[src/rtl/serial_mac_pkg.sv]
package serial_mac_pkg;
  typedef enum logic [2:0] {
    ST_IDLE,
    ST_BODY,
    ST_TAIL,
    ST_FINAL,
    ST_DRAIN
  } mac_state_e;
endpackage

[src/rtl/mac_cell.sv]
module mac_cell (
  input  logic a_bit,
  input  logic b_bit,
  input  logic sum_in,
  input  logic carry_in,
  output logic sum_out,
  output logic carry_out
);
  logic pp;
  always_comb begin
    pp        = a_bit & b_bit;
    sum_out   = pp ^ sum_in ^ carry_in;
    carry_out = (pp & sum_in) | (pp & carry_in) | (sum_in & carry_in);
  end
endmodule

[src/rtl/mac_row.sv]
module mac_row #(
  parameter int W = 64
) (
  input  logic         clk,
  input  logic         rst_n,
  input  logic         clr,
  input  logic         step,
  input  logic         b_bit,
  input  logic [W-1:0] a_vec,
  output logic         lsb
);
  logic [W-1:0] sum_q, carry_q;
  logic [W-1:0] fs, fc;

  for (genvar i = 0; i < W; i++) begin : g_cell
    mac_cell u_cell (
      .a_bit    (a_vec[i]),
      .b_bit    (b_bit),
      .sum_in   (sum_q[i]),
      .carry_in (carry_q[i]),
      .sum_out  (fs[i]),
      .carry_out(fc[i])
    );
  end

  assign lsb = fs[0];

  always_ff @(posedge clk or negedge rst_n) begin
    if (!rst_n) begin
      sum_q   <= '0;
      carry_q <= '0;
    end else if (clr) begin
      sum_q   <= '0;
      carry_q <= '0;
    end else if (step) begin
      sum_q   <= fs >> 1;
      carry_q <= fc;
    end
  end


  row_clear_chk: assert property (@(posedge clk) disable iff (!rst_n)
    clr |=> (sum_q == '0 && carry_q == '0));
endmodule

[src/rtl/mac_ctrl.sv]
module mac_ctrl import serial_mac_pkg::*; #(
  parameter int LENW = 7
) (
  input  logic            clk,
  input  logic            rst_n,
  input  logic            start,
  input  logic [LENW-1:0] m_len,
  input  logic            in_valid,
  input  logic            in_last,
  input  logic            slot_free,
  input  logic            out_taken,
  output logic            in_ready,
  output logic            beat_fire,
  output logic            final_emit,
  output logic            b_en,
  output logic            s_en,
  output logic            busy,
  output logic            done
);
  mac_state_e      st;
  logic [LENW-1:0] cnt;
  logic            done_q;

  always_comb begin
    in_ready   = (st == ST_BODY || st == ST_TAIL) && slot_free && !start;
    beat_fire  = in_ready && in_valid;
    final_emit = (st == ST_FINAL) && slot_free && !start;
    b_en       = (st == ST_BODY);
    s_en       = (st == ST_BODY || st == ST_TAIL);
    busy       = (st != ST_IDLE);
    done       = done_q;
  end

  always_ff @(posedge clk or negedge rst_n) begin
    if (!rst_n) begin
      st     <= ST_IDLE;
      cnt    <= '0;
      done_q <= 1'b0;
    end else if (start) begin
      st     <= ST_BODY;
      cnt    <= '0;
      done_q <= 1'b0;
    end else begin
      case (st)
        ST_BODY: if (beat_fire && in_last) begin
          if (m_len == '0) st <= ST_FINAL;
          else begin
            st  <= ST_TAIL;
            cnt <= m_len;
          end
        end
        ST_TAIL: if (beat_fire) begin
          cnt <= cnt - 1'b1;
          if (cnt == LENW'(1)) st <= ST_FINAL;
        end
        ST_FINAL: if (slot_free) st <= ST_DRAIN;
        ST_DRAIN: if (out_taken) begin
          st     <= ST_IDLE;
          done_q <= 1'b1;
        end
        default: st <= ST_IDLE;
      endcase
    end
  end


  tail_count_chk: assert property (@(posedge clk) disable iff (!rst_n)
    (st == ST_TAIL) |-> (cnt != '0 && cnt <= m_len));

  done_follows_chk: assert property (@(posedge clk) disable iff (!rst_n)
    (st == ST_DRAIN && out_taken && !start) |=> (done_q && st == ST_IDLE));

  done_idle_chk: assert property (@(posedge clk) disable iff (!rst_n)
    done_q |-> (st == ST_IDLE));
endmodule

[src/rtl/serial_mac.sv]
module serial_mac import serial_mac_pkg::*; #(
  parameter  int MAX_W = 64,
  localparam int LENW  = $clog2(MAX_W + 1)
) (
  input  logic             clk,
  input  logic             rst_n,
  input  logic             a_load,
  input  logic [LENW-1:0]  a_len,
  input  logic [MAX_W-1:0] a_value,
  input  logic             start,
  output logic             busy,
  output logic             done,
  input  logic             in_valid,
  output logic             in_ready,
  input  logic             in_b,
  input  logic             in_s,
  input  logic             in_last,
  output logic             out_valid,
  input  logic             out_ready,
  output logic             out_p,
  output logic             out_last
);
  logic [MAX_W-1:0] a_q;
  logic [LENW-1:0]  m_q;
  logic [LENW-1:0]  len_clamp;
  logic [MAX_W-1:0] len_mask;

  always_comb begin
    len_clamp = (a_len > LENW'(MAX_W)) ? LENW'(MAX_W) : a_len;
    for (int i = 0; i < MAX_W; i++) len_mask[i] = (i < int'(len_clamp));
  end

  always_ff @(posedge clk or negedge rst_n) begin
    if (!rst_n) begin
      a_q <= '0;
      m_q <= '0;
    end else if (a_load && !busy) begin
      a_q <= a_value & len_mask;
      m_q <= len_clamp;
    end
  end

  logic out_valid_q, out_p_q, out_last_q, k_q;
  logic slot_free, out_taken;
  logic beat_fire, final_emit, b_en, s_en, step;
  logic row_lsb, b_bit, s_bit, p_bit, k_nxt;

  assign slot_free = !out_valid_q || out_ready;
  assign out_taken = out_valid_q && out_ready && out_last_q;

  mac_ctrl #(.LENW(LENW)) u_ctrl (
    .clk       (clk),
    .rst_n     (rst_n),
    .start     (start),
    .m_len     (m_q),
    .in_valid  (in_valid),
    .in_last   (in_last),
    .slot_free (slot_free),
    .out_taken (out_taken),
    .in_ready  (in_ready),
    .beat_fire (beat_fire),
    .final_emit(final_emit),
    .b_en      (b_en),
    .s_en      (s_en),
    .busy      (busy),
    .done      (done)
  );

  always_comb begin
    step  = beat_fire || final_emit;
    b_bit = b_en && in_b;
    s_bit = s_en && in_s;
  end

  mac_row #(.W(MAX_W)) u_row (
    .clk  (clk),
    .rst_n(rst_n),
    .clr  (start),
    .step (step),
    .b_bit(b_bit),
    .a_vec(a_q),
    .lsb  (row_lsb)
  );

  always_comb begin
    p_bit = row_lsb ^ s_bit ^ k_q;
    k_nxt = (row_lsb & s_bit) | (row_lsb & k_q) | (s_bit & k_q);
  end

  always_ff @(posedge clk or negedge rst_n) begin
    if (!rst_n) begin
      out_valid_q <= 1'b0;
      out_p_q     <= 1'b0;
      out_last_q  <= 1'b0;
      k_q         <= 1'b0;
    end else if (start) begin
      out_valid_q <= 1'b0;
      out_last_q  <= 1'b0;
      k_q         <= 1'b0;
    end else if (step) begin
      out_valid_q <= 1'b1;
      out_p_q     <= p_bit;
      out_last_q  <= final_emit;
      k_q         <= k_nxt;
    end else if (out_ready) begin
      out_valid_q <= 1'b0;
    end
  end

  assign out_valid = out_valid_q;
  assign out_p     = out_p_q;
  assign out_last  = out_last_q;


  out_hold_chk: assert property (@(posedge clk) disable iff (!rst_n)
    (out_valid && !out_ready && !start) |=>
      (out_valid && $stable(out_p) && $stable(out_last)));

  a_busy_ignore_chk: assert property (@(posedge clk) disable iff (!rst_n)
    (busy && a_load) |=> ($stable(a_q) && $stable(m_q)));

  start_drop_chk: assert property (@(posedge clk) disable iff (!rst_n)
    start |=> (!out_valid && busy && !done));

  final_drained_chk: assert property (@(posedge clk) disable iff (!rst_n)
    final_emit |-> !row_lsb);
endmodule

[config.mk]
export PLATFORM = sky130hd
export DESIGN_NAME = serial_mac
export DESIGN_NICKNAME = d
export VERILOG_FILES = /design/src/rtl/serial_mac_pkg.sv /design/src/rtl/mac_cell.sv /design/src/rtl/mac_row.sv /design/src/rtl/mac_ctrl.sv /design/src/rtl/serial_mac.sv
export SDC_FILE = /design/constraint.sdc
export NUM_CORES = 1
export LEC_CHECK = 0
export ABC_AREA = 1
export ABC_CLOCK_PERIOD_IN_PS = 2800
export BUFFER_PORTS_ARGS = -buffer_cell sky130_fd_sc_hd__buf_2
export CAP_MARGIN = 5
export CORE_AREA = 2 2 136 138
export DETAILED_ROUTE_END_ITERATION = 10
export DIE_AREA = 0 0 138 140
export PLACE_DENSITY = 0.81
export SLEW_MARGIN = 10
export SYNTH_ARGS = -nofsm -noshare
export SYNTH_HDL_FRONTEND = slang
export SYNTH_SLANG_ARGS = --single-unit
[constraint.sdc]
create_clock -name clk -period 2.8 [get_ports clk]
set_input_delay 0.56 -clock clk [delete_from_list [all_inputs] [get_ports clk]]
set_output_delay 0.56 -clock clk [all_outputs]
set_load 0.01 [all_outputs]
Word-level counts from Yosys, hierarchy flattened
Cells that the tools add are included.

Register bits: 214. Input port bits: 80. Output and inout bits: 6. Word-level logic and storage cells: 665.

Add/sub/neg operators: 1. Order comparisons: 65. Equal/unequal tests: 11. Muxes and demuxes: 28. Bitwise gates (word level): 521. Reduce and logical (&&, ||, !) cells: 28.

Operator list (count): $and 1x1->1 (259); $mux 64 (4); $lt 6x7->1 const A (32); $or 1x1->1 (130); $xor 1x1->1 (130); $lt 5x7->1 const A (16); $and 64x64->64 (1); $lt 4x7->1 const A (8); $mux 7 (5); $lt 3x7->1 const A (4); $mux 3 (6); $lt 1x7->1 const A (2); $lt 2x7->1 const A (2); $pmux 7 s2 (1); $ne 3x3->1 const B (4); $pmux 3 s4 (1); $logic_and 1x1->1 (11); $mux 1 (11); $reduce_bool 3->1 (3); $eq 7x1->1 const B (1); $gt 7x7->1 const B (1); $logic_not 7->1 (1); $sub 7x1->7 const B (1); $eq 3x2->1 const B (2); other kinds (10) (18).

Logic depth before layout (Yosys ltp)
Gate-level depths: netlist of the first run.

Depth in word-level cells: 10. Mapped depth: 11. Mapped depth without buffers: 11.

By module
From an unflattened synthesis of the first run, not the netlist that was laid out.

Cell total of the unflattened synthesis: 1507. Area total of the unflattened synthesis: 11801.3 um^2.

By module, submodules not included: mac_row (times used 1, cells an instance 551, area each 4974.8 um^2, seq. area each 3178.0 um^2); serial_mac (times used 1, cells an instance 438, area each 3477.1 um^2, seq. area each 1876.8 um^2); mac_cell (times used 64, cells an instance 6, area each 38.8 um^2, seq. area each 0.0 um^2); mac_ctrl (times used 1, cells an instance 134, area each 867.1 um^2, seq. area each 275.3 um^2).

Least setup slack after synthesis of the first run
No wires, ideal clock.

Kind: reg2reg. Start: register u_ctrl.st[1]. End: register out_p_q, in the netlist out_p. Setup time: 0.126 ns. Arrival time: 2.285 ns. Data required time: 2.674 ns. Path slack: 0.389 ns. Stages on the path, launching flop included: 10. Buffers on the path: 1. Clock period less this slack: 2.411 ns. Path through: dfrtp_1 > nand3b_1 > inv_1 > nand2_1 > inv_2 > clkbuf_1 > nand2_1 > fa_1 > fa_1 > o21ai_0.

Longest elaborated chain between the ends: 7. Elaborated cells between the ends (all ways): 18. Those cells by class: 3 x eq/ne; 5 x bitwise; 10 x reduce/logical.

RTL lines: start: declaration (line mac_ctrl.sv:20) `mac_state_e st;`; start signal: assignment (line mac_ctrl.sv:36) `st <= ST_IDLE;`; start signal: assignment (line mac_ctrl.sv:40) `st <= ST_BODY;`; start signal: assignment (line mac_ctrl.sv:46) `if (m_len == '0) st <= ST_FINAL;`; $eq 3x1->1 or $eq 3x2->1 (tied branches) (line mac_ctrl.sv:25, mac_ctrl.sv:28, mac_ctrl.sv:29); $logic_and 1x1->1 or $logic_or 1x1->1 (tied branches) (line serial_mac.sv:71, mac_ctrl.sv:25, mac_ctrl.sv:29); $and 1x1->1 or $logic_and 1x1->1 (tied branches) (line mac_cell.sv:11, mac_ctrl.sv:25); $xor 1x1->1 or $logic_and 1x1->1 (tied branches) (line mac_cell.sv:12, mac_ctrl.sv:25); $xor 1x1->1 or $logic_and 1x1->1 (tied branches) (line mac_cell.sv:12, mac_ctrl.sv:26); $xor 1x1->1 or $logic_or 1x1->1 (tied branches) (line serial_mac.sv:86, serial_mac.sv:70); $xor 1x1->1 or $reduce_and 2->1 (tied branches); end signal: assignment (line serial_mac.sv:102) `out_p_q <= p_bit;`; end: declaration (line serial_mac.sv:43) `logic out_valid_q, out_p_q, out_last_q, k_q;`.

Several ways; a longest one is shown, not always the timed one. A chain may end at the register's enable or synchronous reset.

Worst setup path in the final report of the first run
Start: register u_ctrl.st[2]. End: output in_ready.

Longest elaborated chain between the ends: 4. Elaborated cells between the ends (all ways): 5. Those cells by class: 2 x eq/ne; 3 x reduce/logical.

RTL lines: $eq 3x1->1 or $eq 3x2->1 (tied branches) (line mac_ctrl.sv:25) `in_ready = (st == ST_BODY || st == ST_TAIL) && slot_free && !start;`; $logic_or 1x1->1 * (line mac_ctrl.sv:25); $logic_and 1x1->1 * (2 in series) (line mac_ctrl.sv:25); end: declaration (line serial_mac.sv:14) `output logic in_ready,`.

Every way passes the cells marked *; elsewhere a longest branch is shown, timed or not.

==> impl_metrics.json, run 1 <==
{
  "post-route-drc-count": 0,
  "fp-row-count": 49,
  "cts_made_buffers": 23,
  "cts.root.buffer_cell": "sky130_fd_sc_hd__clkbuf_16",
  "path_cells": "inv_2, nand3_4, nand2_2, inv_1, nor3_1, buf_2",
  "cp_data_required_time_ns": 2.24,
  "grt_first_pass_wirelength_um": 41000,
  "path_clk_slew_ns": 0.06,
  "grtUsageTotal_pct": 26.1,
  "critical_path.max_stage_delay_ns": 0.41,
  "setup.worst_path.end_class": "primary output",
  "vdd_ir_drop_max_mv": 0.733,
  "postLayoutSetupSlackWorst_ns": 0.521,
  "initial_antenna_violation_count": 0,
  "netlist.top_cell.by_area": "sky130_fd_sc_hd__dfrtp_1",
  "pin_count_of_the_biggest_net_entering_global_routing": 80,
  "chipWidth_um": 138,
  "syn-num-nets": 1198,
  "grt_busiest_layer": "met2",
  "max_slew.worst_pin.slew_ns": 0.740,
  "met1_usage_pct": 36.3,
  "synthesis.area_per_instance_um2": 9.99,
  "cap_violations": 0,
  "clock_skew_ns": 0.0124,
  "layout-area-overhead-vs-synth_pct": 13.7,
  "worst_slew_margin_rel_pct": 50.3,
  "critPathMaxFanout": 10,
  "timing_max_transition_violations_final": 0,
  "worst_hold_path_type": "in -> async",
  "timing.critical_path.buf_inv": 3,
  "yosysUniqueCellTypes": 38,
  "cts.hold.buffers_added": 0,
  "dpl_worst_slack_ns": 0.594,
  "drtPass1Iterations": 7,
  "io_pins": 86,
  "fp.dieArea_mm2": 0.0193,
  "gr-usage-met3_pct": 3.62,
  "ys.flop_type": "sky130_fd_sc_hd__dfrtp_1",
  "cts.repair_timing.setup_buffer_count": 0,
  "static-leakage-power_uw": 0.00508,
  "io_buffer_count": 85,
  "clock_network_latency_to_the_later_pin_of_the_worst_skew_pair_ns": 0.51,
  "first_global_vias": 8152,
  "p_per_area_mw_per_mm2": 842,
  "status": "finished, final reports clean",
  "synth_common_cells": "254 x sky130_fd_sc_hd__nand2_1, 213 x sky130_fd_sc_hd__dfrtp_1, 161 x sky130_fd_sc_hd__inv_1",
  "synthTopCellsByArea": "sky130_fd_sc_hd__dfrtp_1 51%, sky130_fd_sc_hd__fa_1 12%, sky130_fd_sc_hd__nand2_1 9.1%",
  "initial_utilization_pct": 59.1,
  "warnings_from_yosys": 0,
  "regToRegStartpoint": "u_ctrl.st[1]",
  "synth-async-reset-ratio_pct": 100,
  "cts_tree": "yes",
  "yosysSeqAreaShare_pct": 50.7,
  "post_synth_inst_count": 1051,
  "route.detailed.wl_per_inst_um": 18.1,
  "insertedDiodeCount": 0,
  "cts_sinks": 213,
  "dpl_wire_length_um": 16300,
  "netlist_area_mm2": 0.0105,
  "tns_ns": 0,
  "die_height_um": 140,
  "report.final.setup_viol": 0,
  "timing.critical_path.arrival_ns": 1.72,
  "cpLargestDelayFamily": "simple AND/OR/NAND/NOR gates",
  "post-route-period-util_pct": 81.4,
  "clk_path_buf_depth": 3,
  "antenna_left": 0,
  "gp_congestion": 0.916,
  "placeableCoreArea_mm2": 0.0178,
  "grt_setup_unrepaired": "no",
  "count_of_flip_flops_with_a_built_in_enable_after_synthesis": 0,
  "final_layout_size_suffix_gt1_share_pct": 15.9,
  "crit_slowest_cell": "sky130_fd_sc_hd__dfrtp_1",
  "htreeDepth": 1,
  "finish.net_count": 1279,
  "wire_length_after_detailed_routing_um": 24900,
  "most_frequently_used_cell_type_in_the_post_synthesis_netlist": "sky130_fd_sc_hd__nand2_1",
  "critPathLaunchType": "register",
  "via_per_inst": 5.80,
  "synth_top_area_share_pct": 50.7,
  "use_met2_pct": 41.6,
  "ys_seq_elements": 213,
  "crit_start": "u_ctrl.st[2]",
  "fmax_ghz": 0.439,
  "timing.final.crit_period_ns": 2.28,
  "grt.overflow.total": 0,
  "vias": 7984,
  "timing.setup.critical_path_class": "reg -> out",
  "post_cts_resized": 0,
  "finalHoldViolations": 0,
  "dr.first_iter.drc_count": 708
}
[where the power goes]
part	internal [uW]	total, uW	switching, uW
combinational	934	2800	1860
sequential	3740	4160	412
clock	1900	3100	1200
total	6570	10100	3480
[cells by family (layout without fill, tap and decap cells)]
kind of cell / count (synthesis) / count (layout) / synth area share [%]
AOI/OAI and AO/OA: 194 / 194 / 13.7
buffers and inverters: 212 / 309 / 8.40
adders and majority gates: 67 / 67 / 12.6
DFF: 213 / 213 / 50.7
and+or+nand+nor: 365 / 365 / 14.6
[sequential cells by signal, indices dropped and copies added, names as in the netlist]
signal         cells
u_row.carry_q     64
out_p              1
u_row.sum_q       63
a_q               64
u_ctrl.cnt         7
out_last           1
u_ctrl.done        1
m_q                7
out_valid          1
k_q                1
u_ctrl.st          3
[final timing paths]
| path | endpoint | slack, ns | depth (start not counted) |
|---|---|---|---|
| setup / recovery | in_ready | 0.52 | 6 |
| hold / removal | u_row.sum_q[18] | 0.07 | 1 |
| setup reg to reg | out_p | 0.58 | 8 |
| hold reg to reg | a_q[50] | 0.48 | 2 |
| max in group asynchronous | u_row.carry_q[40] | 1.92 | 2 |
| min in group clk | a_q[55] | 0.28 | 2 |
[final cells by class]
cell class | count | area (um2)
Timing Repair Buffer | 100 | 622
Sequential cell | 213 | 5330
Inverter | 168 | 633
Multi-Input combinational cell | 626 | 4300
Tap cell | 229 | 287
Clock buffer | 35 | 661
Clock inverter | 6 | 105
Fill cell | 1305 | 5840
[placed cells by master, fill, tap and decap left out, types with 5 or more instances in the layout]
cell,Yosys,final
sky130_fd_sc_hd__o21ai_0,28,28
sky130_fd_sc_hd__clkbuf_1,11,8
sky130_fd_sc_hd__nand2_1,254,254
sky130_fd_sc_hd__clkbuf_16,0,23
sky130_fd_sc_hd__buf_12,0,6
sky130_fd_sc_hd__o22ai_2,30,30
sky130_fd_sc_hd__a22o_1,8,8
sky130_fd_sc_hd__buf_4,3,9
sky130_fd_sc_hd__o22ai_1,96,96
sky130_fd_sc_hd__clkbuf_8,0,5
sky130_fd_sc_hd__fa_1,64,64
sky130_fd_sc_hd__nor2_1,33,33
sky130_fd_sc_hd__o211ai_1,8,8
sky130_fd_sc_hd__a32o_1,10,10
sky130_fd_sc_hd__dfrtp_1,213,213
sky130_fd_sc_hd__inv_1,161,161
sky130_fd_sc_hd__buf_2,24,84
sky130_fd_sc_hd__a21oi_1,7,7
sky130_fd_sc_hd__nand3_1,57,56
[layer usage]
metal / wire length (um) / part of all wire (%) / vias to the layer above
met5: 0 / 0 / -
li1: - / - / 3588
met4: 1150 / 4.6 / 0
met3: 1750 / 7.0 / 82
met1: 10300 / 41 / 3964
met2: 11700 / 47 / 350
[per-stage QoR]
step	utilization, %	instances	hold WS, ns	area (um2)	total power (uW)
final	67.2	1377	0.0720	11900	10100
after CTS	67.2	1377	0.111	11900	10100
after detailed placement	62.9	1336	0.468	11200	6920
after global routing	67.2	1377	0.132	11900	10600
after global placement	62.9	1336	0.463	11200	6820
after floorplan	-	1051	0.264	10500	6090
No activity file was read; power rests on OpenSTA's default activity.
==> inputs of run 2 (changes only) <==
Settings changed: ABC_CLOCK_PERIOD_IN_PS 2800 to 2400.
Clock period 2.8 ns to 2.4 ns, I/O delays scaled along.
==> run 2 against run 1 <==
Effect of this change:
- power up 15%
- via count hardly changed
- non-clock buffer count grew 13
- final area is 0.70% higher
- critical path depth rose by 3
- combinational power up 20%
- largest power group unchanged
- utilization up 0.47 points
- clock skew decreased by 0.0031 ns
==> impl_metrics.json, run 2 (synthesized netlist as in run 1, its figures left out) <==
{
  "path_cells": "inv_2, nand3b_1, inv_1, nand2_1, inv_2, nand2_1, fa_1, fa_1, o21ai_0",
  "drtPass1Iterations": 5,
  "gp_congestion": 0.923,
  "final_layout_size_suffix_gt1_share_pct": 16.9,
  "initial_utilization_pct": 59.1,
  "first_global_vias": 8227,
  "post-route-period-util_pct": 93.1,
  "status": "finished, final reports clean",
  "cts.hold.buffers_added": 1,
  "top_regs": "a_q (64), u_row.carry_q (64), u_row.sum_q (63)",
  "worst_slew_margin_rel_pct": 58.5,
  "grt.overflow.total": 0,
  "tns_ns": 0,
  "vdd_ir_drop_max_mv": 0.559,
  "mostFrequentLayoutCell": "sky130_fd_sc_hd__nand2_1",
  "crit_slowest_cell": "sky130_fd_sc_hd__fa_1",
  "insertedDiodeCount": 0,
  "clk_path_buf_depth": 3,
  "finalHoldViolations": 0,
  "max_slew.worst_pin.slew_ns": 0.622,
  "report.power.total_uw": 11600,
  "report.final.setup_viol": 0,
  "vias": 7990,
  "cp_data_required_time_ns": 2.79,
  "htreeDepth": 1,
  "pin_count_of_the_biggest_net_entering_global_routing": 72,
  "clock_network_latency_to_the_later_pin_of_the_worst_skew_pair_ns": 0.50,
  "fmax_ghz": 0.447,
  "timing_max_transition_violations_final": 0,
  "io_buffer_count": 85,
  "die_height_um": 140,
  "cts_made_buffers": 23,
  "worst_hold_path_type": "in -> reg",
  "chipWidth_um": 138,
  "dpl_wire_length_um": 16400,
  "finish.net_count": 1292,
  "grt_first_pass_wirelength_um": 41700,
  "p_per_area_mw_per_mm2": 963,
  "timing.setup.critical_path_class": "reg -> reg",
  "cts_sinks": 213,
  "grtUsageTotal_pct": 26.6,
  "critPathLaunchType": "register",
  "timing.final.crit_period_ns": 2.24,
  "route.detailed.wl_per_inst_um": 17.9,
  "placeableCoreArea_mm2": 0.0178,
  "static-leakage-power_uw": 0.00514,
  "post-route-drc-count": 0,
  "layout-area-overhead-vs-synth_pct": 14.5,
  "post_cts_resized": 0,
  "critical_path.max_stage_delay_ns": 0.52,
  "cts.repair_timing.setup_buffer_count": 0,
  "antenna_left": 0,
  "timing.critical_path.arrival_ns": 2.62,
  "grt_setup_unrepaired": "no",
  "path_clk_slew_ns": 0.06,
  "dr.first_iter.drc_count": 691,
  "fp.dieArea_mm2": 0.0193,
  "setup.worst_path.end_class": "register",
  "clock_skew_ns": 0.00934,
  "cts_tree": "yes",
  "fp-row-count": 49,
  "via_per_inst": 5.75,
  "cts.root.buffer_cell": "sky130_fd_sc_hd__clkbuf_16",
  "critPathMaxFanout": 4,
  "io_pins": 86,
  "most-common-layout-cells": "254 x sky130_fd_sc_hd__nand2_1, 213 x sky130_fd_sc_hd__dfrtp_1, 161 x sky130_fd_sc_hd__inv_1, 96 x sky130_fd_sc_hd__o22ai_1, 84 x sky130_fd_sc_hd__buf_2",
  "wire_length_after_detailed_routing_um": 24800,
  "cap_violations": 0,
  "initial_antenna_violation_count": 1
}
run 2: cell count changes in the layout (fill, tap and decap cells not counted):
cell and change:
sky130_fd_sc_hd__clkinv_2 +1, sky130_fd_sc_hd__clkinvlp_4 +1, sky130_fd_sc_hd__buf_12 +2, sky130_fd_sc_hd__buf_4 +10
sky130_fd_sc_hd__clkbuf_8 +1, sky130_fd_sc_hd__clkbuf_1 -2, sky130_fd_sc_hd__dlygate4sd3_1 +1, sky130_fd_sc_hd__bufinv_16 -2
run 2: stage by stage:
step	util, %	area, um2	setup WS, ns	cells	hold WS [ns]
finish	67.6	12000	0.164	1389	0.201
global route	67.6	12000	0.00132	1389	0.194
CTS	67.6	12000	0.179	1389	0.186
detailed placement	63.5	11300	0.188	1348	0.467
global placement	63.5	11300	0.275	1348	0.463
floorplan	-	10500	0.0939	1051	0.184
run 2: final cells by class:
cell class / instances / area [um2]
multi-input cells: 626 / 4300
repair buffers: 113 / 747
clock buffers: 34 / 667
fillers: 1309 / 5750
inverters: 168 / 633
well taps: 229 / 287
flip-flops and latches: 213 / 5330
clock inverters: 6 / 57.6
run 2: per-layer routing:
metal  vias up  track usage (%)  share of wire [%]
li1       3610                -                  -
met1      3968             37.3                 42
met2       336             42.7                 48
met3        74             3.93                6.6
met4         2             10.4                4.0
met5         -                0              0.040
run 2: power breakdown:
part,total [uW],internal [uW],switching (uW)
registers,4830,4370,467
logic,3350,1160,2190
clock network,3400,2020,1380
run 2: path summary, 6_finish.rpt:
| check | startpoint | end | slack (ns) | depth (start not counted) |
|---|---|---|---|---|
| worst max-delay path | u_ctrl.st[2] | out_p | 0.16 | 9 |
| worst min-delay path | a_value[15] | a_q[15] | 0.20 | 2 |
| worst max register to register | u_ctrl.st[2] | out_p | 0.16 | 9 |
| worst min register to register | a_q[38] | a_q[38] | 0.48 | 2 |
| max in group asynchronous | rst_n | out_last | 1.15 | 3 |
| min in group asynchronous | rst_n | a_q[25] | 0.53 | 2 |
run 2: critical path: cells and delay by family, from the launching register on:
| family | cells | cell delay (ns) |
|---|---|---|
| AND/OR/NAND/NOR | 3 | 0.30 |
| adder cells (fa/ha/maj) | 2 | 0.99 |
| buffers and inverters | 3 | 0.34 |
| flip-flops | 1 | 0.42 |
| AO/OA/AOI/OAI | 1 | 0.08 |
==> inputs of run 3 (changes only) <==
Settings changed: CORE_AREA 2 2 136 138 to 2 2 143 145, DIE_AREA 0 0 138 140 to 0 0 145 147, SYNTH_HIERARCHICAL set to 1.
==> run 3 against run 2 <==
Effect of this change:
- flip-flop and latch count unchanged
- global-route usage up 1.2 points
- maximum frequency about the same
- clock-buffer cell count down 1
- synthesized cell count up 43%
- worst setup slack better by 0.0012 ns
- largest power group unchanged
- sequential share of layout area down 4.7 points
- non-clock buffer count up 3
- critical path depth unchanged
- final cell count up 35%
- synthesized area up 12%
- clock skew up 0.0011 ns
==> impl_metrics.json, run 3 <==
{
  "tns_ns": 0,
  "fp-row-count": 52,
  "setup.worst_path.end_class": "register",
  "die_height_um": 147,
  "synth-async-reset-ratio_pct": 100,
  "drtPass1Iterations": 5,
  "r2r_end": "u_row/sum_q[13]",
  "timing_max_transition_violations_final": 0,
  "report.final.setup_viol": 0,
  "min_from": "a_value[23]",
  "timing.final.crit_period_ns": 2.23,
  "via_per_inst": 5.24,
  "netlist.top_cell.by_area": "sky130_fd_sc_hd__dfrtp_1",
  "post-route-period-util_pct": 93.1,
  "synth_common_cells": "536 x sky130_fd_sc_hd__nand2_1, 292 x sky130_fd_sc_hd__inv_1, 213 x sky130_fd_sc_hd__dfrtp_1",
  "dr.first_iter.drc_count": 1009,
  "vdd_ir_drop_max_mv": 0.556,
  "timing.setup.critical_path_class": "reg -> reg",
  "fmax_ghz": 0.448,
  "cp_data_required_time_ns": 2.80,
  "count_of_flip_flops_with_a_built_in_enable_after_synthesis": 0,
  "synthTopCellsByArea": "sky130_fd_sc_hd__dfrtp_1 45%, sky130_fd_sc_hd__nand2_1 17%, sky130_fd_sc_hd__fa_1 11%",
  "wire_length_after_detailed_routing_um": 28500,
  "warnings_from_yosys": 6,
  "most-common-layout-cells": "533 x sky130_fd_sc_hd__nand2_1, 290 x sky130_fd_sc_hd__inv_1, 213 x sky130_fd_sc_hd__dfrtp_1, 179 x sky130_fd_sc_hd__nand3_1, 84 x sky130_fd_sc_hd__buf_2",
  "cts.root.buffer_cell": "sky130_fd_sc_hd__clkbuf_16",
  "post_synth_inst_count": 1507,
  "layout-area-overhead-vs-synth_pct": 14.1,
  "dpl_wire_length_um": 18900,
  "clock_network_latency_to_the_later_pin_of_the_worst_skew_pair_ns": 0.51,
  "cts.hold.buffers_added": 1,
  "cap_violations": 0,
  "grt_first_pass_wirelength_um": 48300,
  "grt.overflow.total": 0,
  "status": "finished, final reports clean",
  "pin_count_of_the_biggest_net_entering_global_routing": 99,
  "critPathMaxFanout": 63,
  "cts_sinks": 213,
  "dpl_worst_slack_ns": 0.198,
  "syn-num-nets": 1654,
  "first_global_vias": 9895,
  "worst_hold_path_type": "in -> reg",
  "post_cts_resized": 0,
  "io_buffer_count": 85,
  "cts.repair_timing.setup_buffer_count": 0,
  "antenna_left": 0,
  "most_frequently_used_cell_type_in_the_post_synthesis_netlist": "sky130_fd_sc_hd__nand2_1",
  "initial_utilization_pct": 59.5,
  "p_per_area_mw_per_mm2": 858,
  "clk_path_buf_depth": 3,
  "netlist_area_mm2": 0.0118,
  "path_clk_slew_ns": 0.06,
  "vias": 9829,
  "critPathLaunchType": "register",
  "cts_made_buffers": 25,
  "io_pins": 86,
  "final_layout_size_suffix_gt1_share_pct": 10.9,
  "cts_tree": "yes",
  "post-route-drc-count": 0,
  "synthesis.area_per_instance_um2": 7.83,
  "grt_setup_unrepaired": "no",
  "finish.net_count": 1741,
  "route.detailed.wl_per_inst_um": 15.2,
  "mostFrequentLayoutCell": "sky130_fd_sc_hd__nand2_1",
  "min_delay_path_depth": 3,
  "fp.dieArea_mm2": 0.0213,
  "grtUsageTotal_pct": 27.8,
  "ys_seq_elements": 213,
  "regToRegStartpoint": "u_ctrl/st[1]",
  "synth_top_area_share_pct": 45.2,
  "placeableCoreArea_mm2": 0.0198,
  "postLayoutSetupSlackWorst_ns": 0.166,
  "timing.critical_path.arrival_ns": 2.64,
  "initial_antenna_violation_count": 4,
  "yosysSeqAreaShare_pct": 45.2,
  "clock_skew_ns": 0.0105,
  "static-leakage-power_uw": 0.00743,
  "chipWidth_um": 145,
  "gp_congestion": 0.895,
  "finalHoldViolations": 0,
  "worst-r2r-cell-count": 9,
  "htreeDepth": 1,
  "max_slew.worst_pin.slew_ns": 0.556,
  "top_regs": "a_q (64), u_row/carry_q (64), u_row/sum_q (63)",
  "r2r_setup_slack_ns": 0.17,
  "worst_slew_margin_rel_pct": 62.9,
  "hold_path_end": "a_q[23]",
  "ys.flop_type": "sky130_fd_sc_hd__dfrtp_1",
  "yosysUniqueCellTypes": 39
}
## run 3: changes by cell type in the layout (fill, tap and decap cells not counted), moves of 6 or more
cell	before	now
sky130_fd_sc_hd__o22ai_2	30	0
sky130_fd_sc_hd__nand4_1	4	10
sky130_fd_sc_hd__nand3_1	56	179
sky130_fd_sc_hd__a22o_1	8	2
sky130_fd_sc_hd__o211ai_1	8	0
sky130_fd_sc_hd__o21ai_0	28	37
sky130_fd_sc_hd__inv_1	161	290
sky130_fd_sc_hd__nor2_1	33	62
sky130_fd_sc_hd__a32o_1	10	0
sky130_fd_sc_hd__nand2_1	254	533
sky130_fd_sc_hd__o22ai_1	96	1
## run 3: per-stage QoR
step / power, uW / utilization (%) / instances / hold slack (ns) / cell area (um2)
6_report: 11500 / 67.8 / 1876 / 0.166 / 13500
5_1_grt: 12300 / 67.8 / 1875 / 0.185 / 13500
4_1_cts: 11600 / 67.8 / 1874 / 0.159 / 13500
3_5_place_dp: 7990 / 64.0 / 1836 / 0.458 / 12700
3_3_place_gp: 7870 / 64.0 / 1836 / 0.453 / 12700
2_1_floorplan: 6930 / - / 1507 / 0.184 / 11800
## run 3: critical path: stages (launching register included)
cell and delay (ns):
sky130_fd_sc_hd__dfrtp_1 0.45, sky130_fd_sc_hd__nor3_4 0.27, sky130_fd_sc_hd__nand2_2 0.09, sky130_fd_sc_hd__clkinvlp_4 0.11, sky130_fd_sc_hd__buf_12 0.30, sky130_fd_sc_hd__nand2_1 0.15, sky130_fd_sc_hd__fa_1 0.52, sky130_fd_sc_hd__inv_1 0.05
sky130_fd_sc_hd__nand3_1 0.08, sky130_fd_sc_hd__nand2_1 0.06
## run 3: logic make-up (layout without fill, tap and decap cells)
logic type / count (synthesis) / in the layout / share of synthesized area [%]
flip-flops: 213 / 213 / 45.2
buffers and inverters: 356 / 453 / 11.9
XOR/XNOR: 2 / 2 / 0.148
other: 1 / 3 / 0.0318
AND/OR/NAND/NOR: 808 / 808 / 28.7
AO/OA/AOI/OAI: 60 / 60 / 2.80
adder cells (fa/ha/maj): 67 / 67 / 11.2
## run 3: worst max-delay path by stage
stage                      end         start  depth (start not counted)
2_1_floorplan            out_p  u_ctrl/st[0]                         10
3_3_place_gp             out_p  u_ctrl/st[1]                          9
3_5_place_dp             out_p  u_ctrl/st[1]                          9
4_1_cts         u_row/sum_q[3]  u_ctrl/st[1]                          9
5_1_grt         u_row/sum_q[3]  u_ctrl/st[1]                          9
6_report       u_row/sum_q[13]  u_ctrl/st[1]                          9
## run 3: cell type report
class / count / area (um2)
antenna: 2 / 5.00
multi-input combinational: 938 / 5080
sequential: 213 / 5330
fill: 1578 / 6380
clock buffer: 33 / 696
tap: 270 / 338
inverter: 300 / 1130
timing repair buffer: 116 / 832
clock inverter: 4 / 48.8
## run 3: layer usage
metal  routed length, um  up-vias  track usage, %  share of wire (%)
met5                  28        -               0              0.098
met3                1760       83            3.91                6.2
met4                 931        4            10.6                3.3
met2               13900      366            46.1                 49
met1               11800     4716            37.8                 42
li1                    -     4660               -                  -
## run 3: power breakdown
| group | switching [uW] | internal [uW] |
|---|---|---|
| Clock | 1420 | 2110 |
| Combinational | 2220 | 1070 |
| Sequential | 441 | 4290 |
| Total | 4080 | 7460 |
